**config.mk**
```make
export PLATFORM = sky130hd
export DESIGN_NAME = serial_hold_slave
export DESIGN_NICKNAME = d
export VERILOG_FILES = /design/src/rtl/sph_pkg.sv /design/src/rtl/sph_sync.sv /design/src/rtl/sph_ctrl.sv /design/src/rtl/sph_shift.sv /design/src/rtl/serial_hold_slave.sv
export SDC_FILE = /design/constraint.sdc
export NUM_CORES = 1
export LEC_CHECK = 0
export BUFFER_PORTS_ARGS = -buffer_cell sky130_fd_sc_hd__buf_4
export CORE_MARGIN = 4
export CORE_UTILIZATION = 30
export DETAILED_ROUTE_END_ITERATION = 8
export HOLD_SLACK_MARGIN = 0.1
export PLACE_DENSITY = 0.44
export SYNTH_ARGS = -nofsm -noshare
export SYNTH_HDL_FRONTEND = slang
export SYNTH_SLANG_ARGS = --single-unit
```
**constraint.sdc**
```tcl
create_clock -name clk -period 4.2 [get_ports clk]
set_input_delay 0.21 -clock clk [delete_from_list [all_inputs] [get_ports clk]]
set_output_delay 0.21 -clock clk [all_outputs]
set_load 0.01 [all_outputs]
```
**src/rtl/sph_pkg.sv**
```systemverilog
package sph_pkg;
    typedef enum logic [1:0] {
        ST_IDLE = 2'd0,
        ST_RUN  = 2'd1,
        ST_HOLD = 2'd2
    } link_state_t;
endpackage

```
**src/rtl/sph_sync.sv**
```systemverilog
module sph_sync #(
    parameter int            W       = 4,
    parameter int            STAGES  = 2,
    parameter logic [W-1:0]  RST_VAL = '0
) (
    input  logic         clk,
    input  logic         rst_n,
    input  logic [W-1:0] d,
    output logic [W-1:0] q
);
    logic [W-1:0] stg [STAGES];

    for (genvar g = 0; g < STAGES; g++) begin : g_stage
        if (g == 0) begin : g_first
            always_ff @(posedge clk or negedge rst_n) begin
                if (!rst_n) stg[g] <= RST_VAL;
                else        stg[g] <= d;
            end
        end else begin : g_next
            always_ff @(posedge clk or negedge rst_n) begin
                if (!rst_n) stg[g] <= RST_VAL;
                else        stg[g] <= stg[g-1];
            end
        end
    end

    assign q = stg[STAGES-1];
endmodule

```
**src/rtl/sph_ctrl.sv**
```systemverilog
module sph_ctrl
    import sph_pkg::*;
(
    input  logic        clk,
    input  logic        rst_n,
    input  logic        csn_s,
    input  logic        holdn_s,
    input  logic        sck_s,
    output link_state_t state,
    output logic        frame_open,
    output logic        edge_en,
    output logic        frame_end
);
    link_state_t nxt;
    logic        close_evt;

    // state register
    always_ff @(posedge clk or negedge rst_n) begin
        if (!rst_n) begin
            state     <= ST_IDLE;
            frame_end <= 1'b0;
        end else begin
            state     <= nxt;
            frame_end <= close_evt;
        end
    end

    // next state and outputs
    always_comb begin
        nxt        = state;
        frame_open = 1'b0;
        edge_en    = 1'b0;
        close_evt  = 1'b0;
        unique case (state)
            ST_IDLE: begin
                if (!csn_s) begin
                    nxt        = ST_RUN;
                    frame_open = 1'b1;
                end
            end
            ST_RUN: begin
                if (csn_s) begin
                    nxt       = ST_IDLE;
                    close_evt = 1'b1;
                end else begin
                    edge_en = 1'b1;
                    if (!holdn_s && !sck_s) nxt = ST_HOLD;
                end
            end
            ST_HOLD: begin
                if (csn_s) begin
                    nxt       = ST_IDLE;
                    close_evt = 1'b1;
                end else if (holdn_s && !sck_s) begin
                    nxt = ST_RUN;
                end
            end
            default: nxt = ST_IDLE;
        endcase
    end
endmodule

```
**src/rtl/sph_shift.sv**
```systemverilog
module sph_shift #(
    parameter int DATA_W = 8,
    parameter int IDX_W  = 4
) (
    input  logic              clk,
    input  logic              rst_n,
    input  logic              frame_open,
    input  logic              edge_en,
    input  logic              rise,
    input  logic              fall,
    input  logic              sdi,
    input  logic [DATA_W-1:0] tx_data,
    output logic [DATA_W-1:0] rx_data,
    output logic              rx_valid,
    output logic [IDX_W-1:0]  rx_index,
    output logic              rx_sof,
    output logic              tx_bit
);
    localparam int                CNT_W    = $clog2(DATA_W);
    localparam logic [CNT_W-1:0]  LAST_BIT = CNT_W'(DATA_W - 1);

    logic [CNT_W-1:0]  bit_cnt;
    logic [IDX_W-1:0]  idx;
    logic [DATA_W-1:0] rx_sh;
    logic [DATA_W-1:0] tx_sh;
    logic              drive_pend;
    logic              first;
    logic [DATA_W-1:0] rx_next;

    assign rx_next = {rx_sh[DATA_W-2:0], sdi};
    assign tx_bit  = tx_sh[DATA_W-1];

    always_ff @(posedge clk or negedge rst_n) begin
        if (!rst_n) begin
            bit_cnt    <= '0;
            idx        <= '0;
            rx_sh      <= '0;
            tx_sh      <= '0;
            drive_pend <= 1'b0;
            first      <= 1'b0;
            rx_data    <= '0;
            rx_valid   <= 1'b0;
            rx_index   <= '0;
            rx_sof     <= 1'b0;
        end else begin
            rx_valid <= 1'b0;
            if (frame_open) begin
                bit_cnt    <= '0;
                idx        <= '0;
                drive_pend <= 1'b0;
                first      <= 1'b1;
                tx_sh      <= tx_data;
            end else if (edge_en) begin
                if (rise) begin
                    rx_sh      <= rx_next;
                    drive_pend <= 1'b1;
                    if (bit_cnt == LAST_BIT) begin
                        bit_cnt  <= '0;
                        rx_data  <= rx_next;
                        rx_valid <= 1'b1;
                        rx_index <= idx;
                        rx_sof   <= first;
                        first    <= 1'b0;
                        idx      <= idx + 1'b1;
                    end else begin
                        bit_cnt <= bit_cnt + 1'b1;
                    end
                end
                if (fall && drive_pend) begin
                    drive_pend <= 1'b0;
                    if (bit_cnt == '0) tx_sh <= tx_data;
                    else               tx_sh <= {tx_sh[DATA_W-2:0], 1'b0};
                end
            end
        end
    end
endmodule

```
**src/rtl/serial_hold_slave.sv**
```systemverilog
module serial_hold_slave
    import sph_pkg::*;
#(
    parameter int DATA_W      = 8,
    parameter int IDX_W       = 4,
    parameter int SYNC_STAGES = 2
) (
    input  logic              clk,
    input  logic              rst_n,
    input  logic              sck_i,
    input  logic              sdi_i,
    input  logic              csn_i,
    input  logic              holdn_i,
    output logic              sdo_o,
    output logic              sdo_en_o,
    input  logic [DATA_W-1:0] tx_data_i,
    output logic [DATA_W-1:0] rx_data_o,
    output logic              rx_valid_o,
    output logic [IDX_W-1:0]  rx_index_o,
    output logic              rx_sof_o,
    output logic              frame_end_o
);
    localparam int         N_IN     = 4;
    localparam logic [3:0] SYNC_RST = 4'b0011; // sck, sdi low; csn, holdn high

    logic [N_IN-1:0] sync_q;
    logic            sck_s, sdi_s, csn_s, holdn_s, sck_d;
    logic            rise, fall;
    link_state_t     state;
    logic            frame_open, edge_en;

    sph_sync #(.W(N_IN), .STAGES(SYNC_STAGES), .RST_VAL(SYNC_RST)) u_sync (
        .clk   (clk),
        .rst_n (rst_n),
        .d     ({sck_i, sdi_i, csn_i, holdn_i}),
        .q     (sync_q)
    );

    assign {sck_s, sdi_s, csn_s, holdn_s} = sync_q;

    always_ff @(posedge clk or negedge rst_n) begin
        if (!rst_n) sck_d <= 1'b0;
        else        sck_d <= sck_s;
    end

    assign rise = sck_s & ~sck_d;
    assign fall = ~sck_s & sck_d;

    sph_ctrl u_ctrl (
        .clk        (clk),
        .rst_n      (rst_n),
        .csn_s      (csn_s),
        .holdn_s    (holdn_s),
        .sck_s      (sck_s),
        .state      (state),
        .frame_open (frame_open),
        .edge_en    (edge_en),
        .frame_end  (frame_end_o)
    );

    sph_shift #(.DATA_W(DATA_W), .IDX_W(IDX_W)) u_shift (
        .clk        (clk),
        .rst_n      (rst_n),
        .frame_open (frame_open),
        .edge_en    (edge_en),
        .rise       (rise),
        .fall       (fall),
        .sdi        (sdi_s),
        .tx_data    (tx_data_i),
        .rx_data    (rx_data_o),
        .rx_valid   (rx_valid_o),
        .rx_index   (rx_index_o),
        .rx_sof     (rx_sof_o),
        .tx_bit     (sdo_o)
    );

    assign sdo_en_o = (state == ST_RUN);
endmodule

```
==> run metrics, run 1 <==
status=finished, final reports clean; Std-Cell Rows=30; DR vias/cell=approximately 4.3; Starting Density=0.3122; Placement Setup Slack=~2.0 ns; Die X=92.55 um; clock skew=around 0.0068 ns; GR Util All Layers=0.09585; Filler Cells Inserted=between 600 and 700; commonest cells in the netlist=dfrtp_1, mux2_2, nor2_1; Synth Instances=160; input/output buffers=30; Clock Latency Late Sink=just under 0.3 ns; GR met1 Demand/Resource=0.1246; power per cell area=around 470 nW/um^2; die area=between 8000 and 9000 um^2; Die Height=about 90 um; Worst Path Buf+Inv=1; Routed Antenna Nets=0; Slowest-stage cell, CP=a21oi_1; antenna violations before repair=0; setup tns final=0 ns; Setup CP Type=reg -> reg; EDFF count, synth=0; top cells by area, synth=dfrtp_1, mux2_2, mux2_4, ha_1, dfstp_2; Area Growth Syn to Fin=21.24%; register bit total from synthesis=50; Avg WL per Cell=12.50 um; Congestion Overflow GR=0; Pre-antenna DRT Iters=4; GR peak layer=met2; met3 Usage GRT=0.02843; PnR Total Power=about 1200 uW; layout cell share with drive strength beyond 1=0.3300; Clock Path Buffers=2; GR Util met2=0.1480; register area=approximately 1300 um^2; DRC=0; Crit. End Element=register; CTS tree=yes; asr flop ratio synth=1.000; WP data required=~4.4 ns; maximum fanout along the worst path=16; Synth cell types=33; Post-Syn Area per Cell=approximately 13 um^2; Final min period=roughly 2.2 ns; Clock Sinks=50; Routed WL=between 3 and 4 mm; crit path DAT=roughly 2.4 ns; final setup violation count=0; number of antenna diodes=0; path category of the worst min-delay check=in -> reg; routability cong.=roughly 0.78; Core ar.=approximately 6900 um^2; Tightest Pin Transition=a little over 1 ns; Multi-input gate area=approximately 840 um^2; I/O pin count=31; vias in the first global route=roughly 1300; part of the Yosys area used for sequential elements=0.5858; clk slew on worst S/H paths=roughly 0.08 ns; Peak supply drop=between 0.15 and 0.2 mV; Final Hold Fails=0; cell with the most instances after synthesis=dfrtp_1; post-layout worst setup margin=2.024 ns; Post-Place Cells=~280; Syn Nets=about 180; FMAX=about 460 MHz; Synth top area share=0.5368; Final period util=0.5181; first-pass GRT wire length=around 6.5 mm; Post-Layout Cell Count=296; drt first-iter violations=19; root buf cell=clkbuf_8; Syn. warnings=0; Max Cap Viol=0; largest net degree at the start of global routing=slightly above 50; CP Cell Sequence=inv_1 -> ha_1 -> nand4b_1 -> a21oi_1 -> nand3_1 -> o21ai_0; largest stage delay on the critical path=0.83 ns; Yosys top cell by area=dfrtp_1; final max-slew violation count=0; Rel. slew slack=0.3295; Synth Flop Type=dfrtp_1; cell family with most CP delay=compound AO/OA/AOI/OAI gates; CP Launch Type=register; LEAKAGE=approximately 0.0013 uW; RSZ-0062 raised after global routing=false; final net count=222; Vias=about 1300; H-tree Lvls=2; synthesized area=~2100 um^2; Hold Worst Slack=around 0.15 ns; HPWL after detailed placement=about 2.6 mm; TritonCTS buffer count=5
registers in the layout, summed over array words and instances, names as in the netlist, 2 cells and up:
signal / cells
u_shift.rx_sh: 7
u_shift.rx_data: 8
u_shift.tx_sh: 8
u_shift.rx_index: 4
u_ctrl.state: 2
u_shift.bit_cnt: 3
u_shift.idx: 4
u_sync.q: 4
u_sync.stg: 4
final cells by class:
| class | count | area share |
|---|---|---|
| Clock buffer | 8 | 0.03080 |
| Tap cell | 96 | 0.04620 |
| Multi-Input combinational cell | 99 | 0.3224 |
| Timing Repair Buffer | 35 | 0.1059 |
| Inverter | 8 | 0.01155 |
| Sequential cell | 50 | 0.4832 |
power by group:
group	switching [uW]	internal, uW
combinational	177	151
sequential	56.8	563
clock	145	119
total	378	833
routing by layer:
metal | part of all wire | routed length, um
met5 | 0 | 0
met4 | 0.011 | 40
met3 | 0.042 | 156
met2 | 0.48 | 1763
met1 | 0.47 | 1738
worst paths after layout:
check | cells past startpoint | from | end | slack [ns]
max | 6 | u_ctrl.state[1] | u_shift.tx_sh[0] | 2.02
min | 3 | tx_data_i[0] | u_shift.tx_sh[0] | 0.15
max reg2reg | 6 | u_ctrl.state[1] | u_shift.tx_sh[0] | 2.02
min reg2reg | 0 | u_sync.stg[6] | u_sync.q[2] | 0.35
max in group asynchronous | 2 | rst_n | u_shift.tx_sh[2] | 3.30
min in group asynchronous | 2 | rst_n | u_shift.rx_valid | 0.47
per-stage QoR:
step	utilization	cell area, um^2
2_1_floorplan	-	2145
3_3_place_gp	0.3596	2470
3_5_place_dp	0.3596	2470
4_1_cts	0.3785	2600
5_1_grt	0.3785	2600
6_report	0.3785	2600
worst reg2reg max path: cells and delay by family, from the launching register on:
family	cells	cell delay [ns]
AO/OA/AOI/OAI	2	0.94
flip-flops	1	0.42
AND/OR/NAND/NOR	2	0.33
adder cells (fa/ha/maj)	1	0.32
buffers and inverters	1	0.09
cell families after synthesis:
family	after synthesis	share of synthesized area
AOI/OAI and AO/OA	23	0.06651
xor gates and xnor gates	3	0.01225
adders and majority gates	9	0.05251
buffers and inverters	11	0.02333
DFF	50	0.5858
muxes	29	0.1639
and+or+nand+nor	35	0.09569
what timing repair did:
item,4_1_cts,5_1_grt
buffers inserted,0,0
hold buffers,5,0
gates resized for setup,0,0
endpoints found under the hold margin,50,0
layout by cell type, fill, tap and decap left out:
master         Yosys  layout
a21o_1             2       2
a21oi_1           12      12
a22o_1             2       2
a22oi_1            1       1
and2_1             1       1
and3_1             1       1
and4bb_2           1       1
buf_4              0      30
clkbuf_1           1       3
clkbuf_8           0       5
dfrtp_1           46      46
dfstp_2            4       4
dlygate4sd3_1      0       5
ha_1               9       9
inv_1              8       8
mux2_2            13      13
mux2_4             9       9
mux2i_1            7       7
nand2_1            6       6
nand2_4            1       1
nand2b_1           2       2
nand3_1            4       4
nand3b_4           1       1
nand4b_1           1       1
nor2_1            13      13
nor3_1             1       1
nor3_4             1       1
nor3b_1            1       1
o21ai_0            3       3
o21bai_1           1       1
o22ai_2            1       1
o31ai_1            1       1
or2b_1             1       1
xor2_1             3       3
Power figures use the tool's default switching activity.
==> run 2: changes to the inputs <==
Settings changed: PLACE_DENSITY 0.44 to 0.46.
Clock period 4.2 ns to 1.8 ns, I/O delays scaled along.
==> run 2 against run 1 <==
Clock power rose to 3.0 times the previous value. Cell count up 2.4%. Global-route usage decreased by 0.36 points. Utilization up 1.8 points. Worst setup slack got worse by 1.9 ns. Largest power group unchanged. Sequential share of layout area down 2.2 points. Count of clock-buffer cells in the layout fell by 2. Total power rose to 2.6 times the previous value. First-iteration DRC count grew 47%. Highest routed layer unchanged. Register-to-register slack got worse by 1.9 ns. Critical path type unchanged.
==> run metrics, run 2 (synthesized netlist as in run 1, its figures left out) <==
I/O pin count=31 (unchanged); Starting Density=0.3122 (unchanged); die area=8566 um^2 (unchanged); first-pass GRT wire length=6.237 mm (-3.4%); Switching Fraction=0.2992 (-0.01309); Setup CP Type=reg -> reg; routability cong.=0.7365 (-5.2%); Slowest-stage cell, CP=dfrtp_1; FF-to-FF setup slack=0.08 ns (-1.94 ns); number of antenna diodes=0 (unchanged); post-layout worst setup margin=0.08277 ns (-1.941 ns); GR Util met2=0.1396 (-0.008459); Vias=1299 (+2.2%); Area Growth Syn to Fin=26.90%; final setup violation count=0 (unchanged); Pre-antenna DRT Iters=4 (unchanged); Die X=92.55 um (unchanged); power per cell area=1139 nW/um^2 (+140%); Filler Cells Inserted=656 (-1.1%); Final period util=0.9540 (+0.4359); WP data required=1.99 ns (-2.42 ns); Clock Sinks=50 (unchanged); Avg WL per Cell=12.13 um (-3.0%); H-tree Lvls=2 (unchanged); LEAKAGE=0.001395 uW (+3.8%); CP Cell Sequence=inv_2 -> ha_4 -> nand3b_4 -> nor3_4 -> nand2_4 -> mux2_4; setup tns final=0 ns (unchanged); largest stage delay on the critical path=0.42 ns (-0.41 ns); Tightest Pin Transition=0.6288 ns (-0.3770 ns); commonest non-fill, non-tap cell in the layout=dfrtp_1; Final min period=1.717 ns (-0.4588 ns); final net count=229 (+3.2%); FMAX=582.3 MHz (+27%); DR vias/cell=4.287 (-0.16%); path category of the worst min-delay check=in -> reg; Routed WL=3.674 mm (-0.68%); NetSw=927.3 uW (+150%); Post-Layout Inst Area=2721 um^2 (+4.7%); TritonCTS buffer count=5 (unchanged); crit path DAT=1.91 ns (-0.48 ns); final max-slew violation count=0 (unchanged); CTS tree=yes; Routed Antenna Nets=0 (unchanged); PnR Total Power=3099 uW (+160%); clk slew on worst S/H paths=0.09 ns (about the same); most frequent cells in the layout=dfrtp_1, buf_4, nor2_1, mux2_2, a21oi_1; Die Height=92.55 um (unchanged); Rel. slew slack=0.5808 (+0.2513); top flop regs=u_shift.rx_data (8), u_shift.tx_sh (8), u_shift.rx_sh (7); Clock Latency Late Sink=0.30 ns (about the same); Seq pwr share=0.467 (-0.045); Std-Cell Rows=30 (unchanged); drt first-iter violations=28 (+9); GR peak layer=met2; Clock Path Buffers=2 (unchanged); Comb power frac=0.282 (+0.011); HPWL after detailed placement=2.531 mm (-2.3%); Crit. End Element=register; status=finished, final reports clean; Max Cap Viol=0 (unchanged); Congestion Overflow GR=0 (unchanged); layout cell share with drive strength beyond 1=0.3623 (+0.03232); met3 Usage GRT=0.02356 (-0.004874); placed instance area=2525 um^2 (+2.2%); DRC=0 (unchanged); clock power share=0.252 (+0.034); GR Util All Layers=0.09223 (-0.003620); Final Hold Fails=0 (unchanged); Core ar.=6869 um^2 (unchanged); Placement Setup Slack=0.06294 ns (-1.925 ns); vias in the first global route=1332 (+0.075%); root buf cell=clkbuf_8; input/output buffers=30 (unchanged); antenna violations before repair=0 (unchanged); CP Launch Type=register; cell-internal power=2171 uW (+160%); clock skew=0.007792 ns (+0.001026 ns); GR met1 Demand/Resource=0.1194 (-0.005126); maximum fanout along the worst path=14 (-2); Peak supply drop=0.5268 mV (+170%); largest net degree at the start of global routing=51 (unchanged)
==> run 2: cell types whose count changed in the layout (fill, tap and decap cells not counted), moves of 2 or more <==
cell	delta
buf_4	+2
dlygate4sd3_1	+3
ha_1	-2
clkbuf_1	-2
==> run 2: area by class of cell <==
| type | count | area (um^2) | area share |
|---|---|---|---|
| Clock inverter | 2 | 37.54 | 0.01379 |
| Multi-Input combinational cell | 99 | 853.3 | 0.3136 |
| Tap cell | 96 | 120.1 | 0.04414 |
| Clock buffer | 6 | 72.57 | 0.02667 |
| Inverter | 8 | 30.03 | 0.01103 |
| Sequential cell | 50 | 1256 | 0.4616 |
| Timing Repair Buffer | 42 | 351.6 | 0.1292 |
==> run 2: what timing repair did <==
item | CTS | global route
setup endpoints to repair | 0 | 15
buffers inserted | 0 | 0
endpoints found under the hold margin | 53 | 0
resized for setup | 0 | 2
hold buffers | 8 | 0
==> run 2: routing by layer <==
| layer | part of all wire | up-vias |
|---|---|---|
| li1 | - | 639 |
| met2 | 0.47 | 21 |
| met3 | 0.037 | 8 |
| met4 | 0.023 | 0 |
| met5 | 0 | - |
| met1 | 0.47 | 631 |
==> run 2: per-stage QoR <==
stage | utilization | std cells | hold slack [ns]
after CTS | 0.3953 | 303 | 0.1028
final | 0.3962 | 303 | 0.1049
after detailed placement | 0.3676 | 287 | 0.1634
after global placement | 0.3676 | 287 | 0.1495
after global routing | 0.3962 | 303 | 0.1273
after floorplan | - | 160 | -0.2056
==> run 2: worst paths after layout <==
check,start,depth (start not counted),endpoint
setup / recovery,u_ctrl.state[1],6,u_shift.rx_data[4]
hold / removal,tx_data_i[5],3,u_shift.tx_sh[5]
setup reg to reg,u_ctrl.state[1],6,u_shift.rx_data[4]
hold reg to reg,u_sync.stg[7],0,u_sync.q[3]
max in group asynchronous,rst_n,2,u_shift.tx_sh[6]
min in group asynchronous,rst_n,2,u_shift.rx_valid
==> run 2: power groups by stage <==
stage	logic (uW)	registers, uW	clock network [uW]
detailed placement	860	1470	0
CTS	883	1450	818
global route	986	1480	860
global placement	842	1460	0
finish	873	1450	780
floorplan	575	1440	0
==> run 2: critical path: cells and delay by family (launching register included) <==
| kind | cells | cell delay [ns] |
|---|---|---|
| muxes | 1 | 0.35 |
| adders and majority gates | 1 | 0.18 |
| and+or+nand+nor | 3 | 0.55 |
| DFF | 1 | 0.42 |
| buffers and inverters | 1 | 0.10 |
==> run 3: changes to the inputs <==
Settings changed: CTS_BUF_LIST set to sky130_fd_sc_hd__clkbuf_8.
==> run 3 against run 2 <==
Fmax did not move. Utilization stayed put. Die area is the same. Clock power fell by 0.6%. Count of clock-buffer cells in the layout shrank 1. Non-clock buffer count is the same. Global-route usage unchanged. Hold slack did not move. Sequential share of layout area unchanged. Critical endpoint unchanged. Largest cell class unchanged. Largest power group unchanged. Highest routed layer unchanged.
==> run metrics, run 3 (synthesized netlist as in run 1, its figures left out) <==
status=finished, final reports clean; Std-Cell Rows=30 (unchanged); Core ar.=6869 um^2 (unchanged); GR Util All Layers=0.09223 (unchanged); Avg WL per Cell=12.13 um (about the same); maximum fanout along the worst path=14 (unchanged); H-tree Lvls=2 (unchanged); Tightest Pin Transition=0.6288 ns (unchanged); Setup Buffers After CTS=0 (unchanged); path category of the worst min-delay check=in -> reg; Filler Cells Inserted=656 (unchanged); final max-slew violation count=0 (unchanged); Final min period=1.717 ns (unchanged); FF-to-FF setup slack=0.08 ns (about the same); Setup CP Type=reg -> reg; Worst Hold Depth=3 (unchanged); number of antenna diodes=0 (unchanged); top flop regs=u_shift.rx_data (8), u_shift.tx_sh (8), u_shift.rx_sh (7); worst min-delay path startpoint=tx_data_i[5]; Final period util=0.9540 (unchanged); routability cong.=0.7365 (unchanged); final net count=229 (unchanged); DR vias/cell=4.287 (unchanged); Routed WL=3.675 mm (about the same); Post-Layout Cell Count=303 (unchanged); DRC=0 (unchanged); first-pass GRT wire length=6.237 mm (unchanged); CP Launch Type=register; CTS tree=yes; crit path DAT=1.91 ns (about the same); FMAX=582.3 MHz (unchanged); TritonCTS buffer count=5 (unchanged); die area=8566 um^2 (unchanged); Routed Antenna Nets=0 (unchanged); Post-Place Cells=287 (unchanged); I/O pin count=31 (unchanged); root buf cell=clkbuf_8; register area=1256 um^2 (unchanged); Vias=1299 (unchanged); layout cell share with drive strength beyond 1=0.3623 (unchanged); Congestion Overflow GR=0 (unchanged); clock skew=0.008112 ns (+0.0003201 ns); post-layout worst setup margin=0.08277 ns (unchanged); Hold Path End=u_shift.tx_sh[5]; worst r2r dst=u_shift.rx_data[4]; commonest non-fill, non-tap cell in the layout=dfrtp_1; Clock Sinks=50 (unchanged); largest net degree at the start of global routing=51 (unchanged); Crit. End Element=register; Clock Latency Late Sink=0.30 ns (about the same); Placement Setup Slack=0.06294 ns (unchanged); Starting Density=0.3122 (unchanged); Die X=92.55 um (unchanged); most frequent cells in the layout=dfrtp_1, buf_4, nor2_1, mux2_2, a21oi_1; WP data required=1.99 ns (about the same); vias in the first global route=1332 (unchanged); Rel. slew slack=0.5808 (unchanged); Clock Path Buffers=2 (unchanged); HPWL after detailed placement=2.531 mm (unchanged); Die Height=92.55 um (unchanged); Area Growth Syn to Fin=26.90% (unchanged); power per cell area=1137 nW/um^2 (-0.17%); Max Cap Viol=0 (unchanged); Pre-antenna DRT Iters=4 (unchanged); Peak supply drop=0.5268 mV (unchanged); worst r2r src=u_ctrl.state[1]; clk slew on worst S/H paths=0.09 ns (about the same); input/output buffers=30 (unchanged); LEAKAGE=0.001399 uW (+0.30%); final setup violation count=0 (unchanged); Final Hold Fails=0 (unchanged); reg2reg path depth=6 (unchanged); Multi-input gate area=853.3 um^2 (unchanged); drt first-iter violations=28 (unchanged); antenna violations before repair=0 (unchanged)
-- run 3: what timing repair did --
action | CTS | global route
gates resized for setup | 0 | 2
endpoints found under the hold margin | 53 | 0
endpoints found under the setup margin | 0 | 15
hold buffers | 8 | 0
-- run 3: per-layer routing --
metal / vias up / part of all wire / GRT usage
li1: 639 / - / -
met1: 631 / 0.47 / 0.1194
met2: 21 / 0.47 / 0.1396
met3: 8 / 0.037 / 0.02356
met4: 0 / 0.023 / 0.05198
met5: - / 0 / 0
-- run 3: area by class of cell --
class | count | share of cell area
flip-flops and latches | 50 | 0.4616
multi-input cells | 99 | 0.3136
repair buffers | 42 | 0.1292
well taps | 96 | 0.04414
clock buffers | 5 | 0.02529
clock inverters | 3 | 0.01517
inverters | 8 | 0.01103
-- run 3: stage by stage --
step                  util  power (uW)  hold WS (ns)  cell area [um^2]  TNS (ns)
detailed placement  0.3676        2332        0.1634              2525         0
global route        0.3962        3316        0.1273              2721  -0.02193
CTS                 0.3953        3143        0.1028              2715         0
floorplan                -        2020       -0.2056              2157   -0.4424
global placement    0.3676        2305        0.1495              2525         0
finish              0.3962        3094        0.1049              2721         0
-- run 3: worst max-delay path: stages (launching register included) --
cell	delay, ns
dfrtp_1	0.42
inv_2	0.10
ha_4	0.18
nand3b_4	0.11
nor3_4	0.24
nand2_4	0.20
mux2_4	0.35
-- run 3: how the worst max path moves through the flow --
stage / start / end / slack (ns) / cells after the start
after floorplan: u_ctrl.state[1] / u_shift.rx_data[4] / -0.05 / 7
after global routing: u_ctrl.state[1] / u_shift.rx_data[4] / -0.008 / 6
final: u_ctrl.state[1] / u_shift.rx_data[4] / 0.08 / 6
after CTS: u_ctrl.state[0] / u_shift.tx_sh[2] / 0.03 / 8
after detailed placement: u_ctrl.state[0] / u_shift.rx_sh[4] / 0.06 / 5
after global placement: u_ctrl.state[0] / u_shift.rx_sh[0] / 0.09 / 5
-- run 3: where the power goes --
group          internal, uW  switching (uW)  leakage, uW  total (uW)
combinational           444             429     0.000707         873
clock                   409             365    0.0000556         775
sequential             1310             133     0.000636        1450
total                  2170             928      0.00140        3090
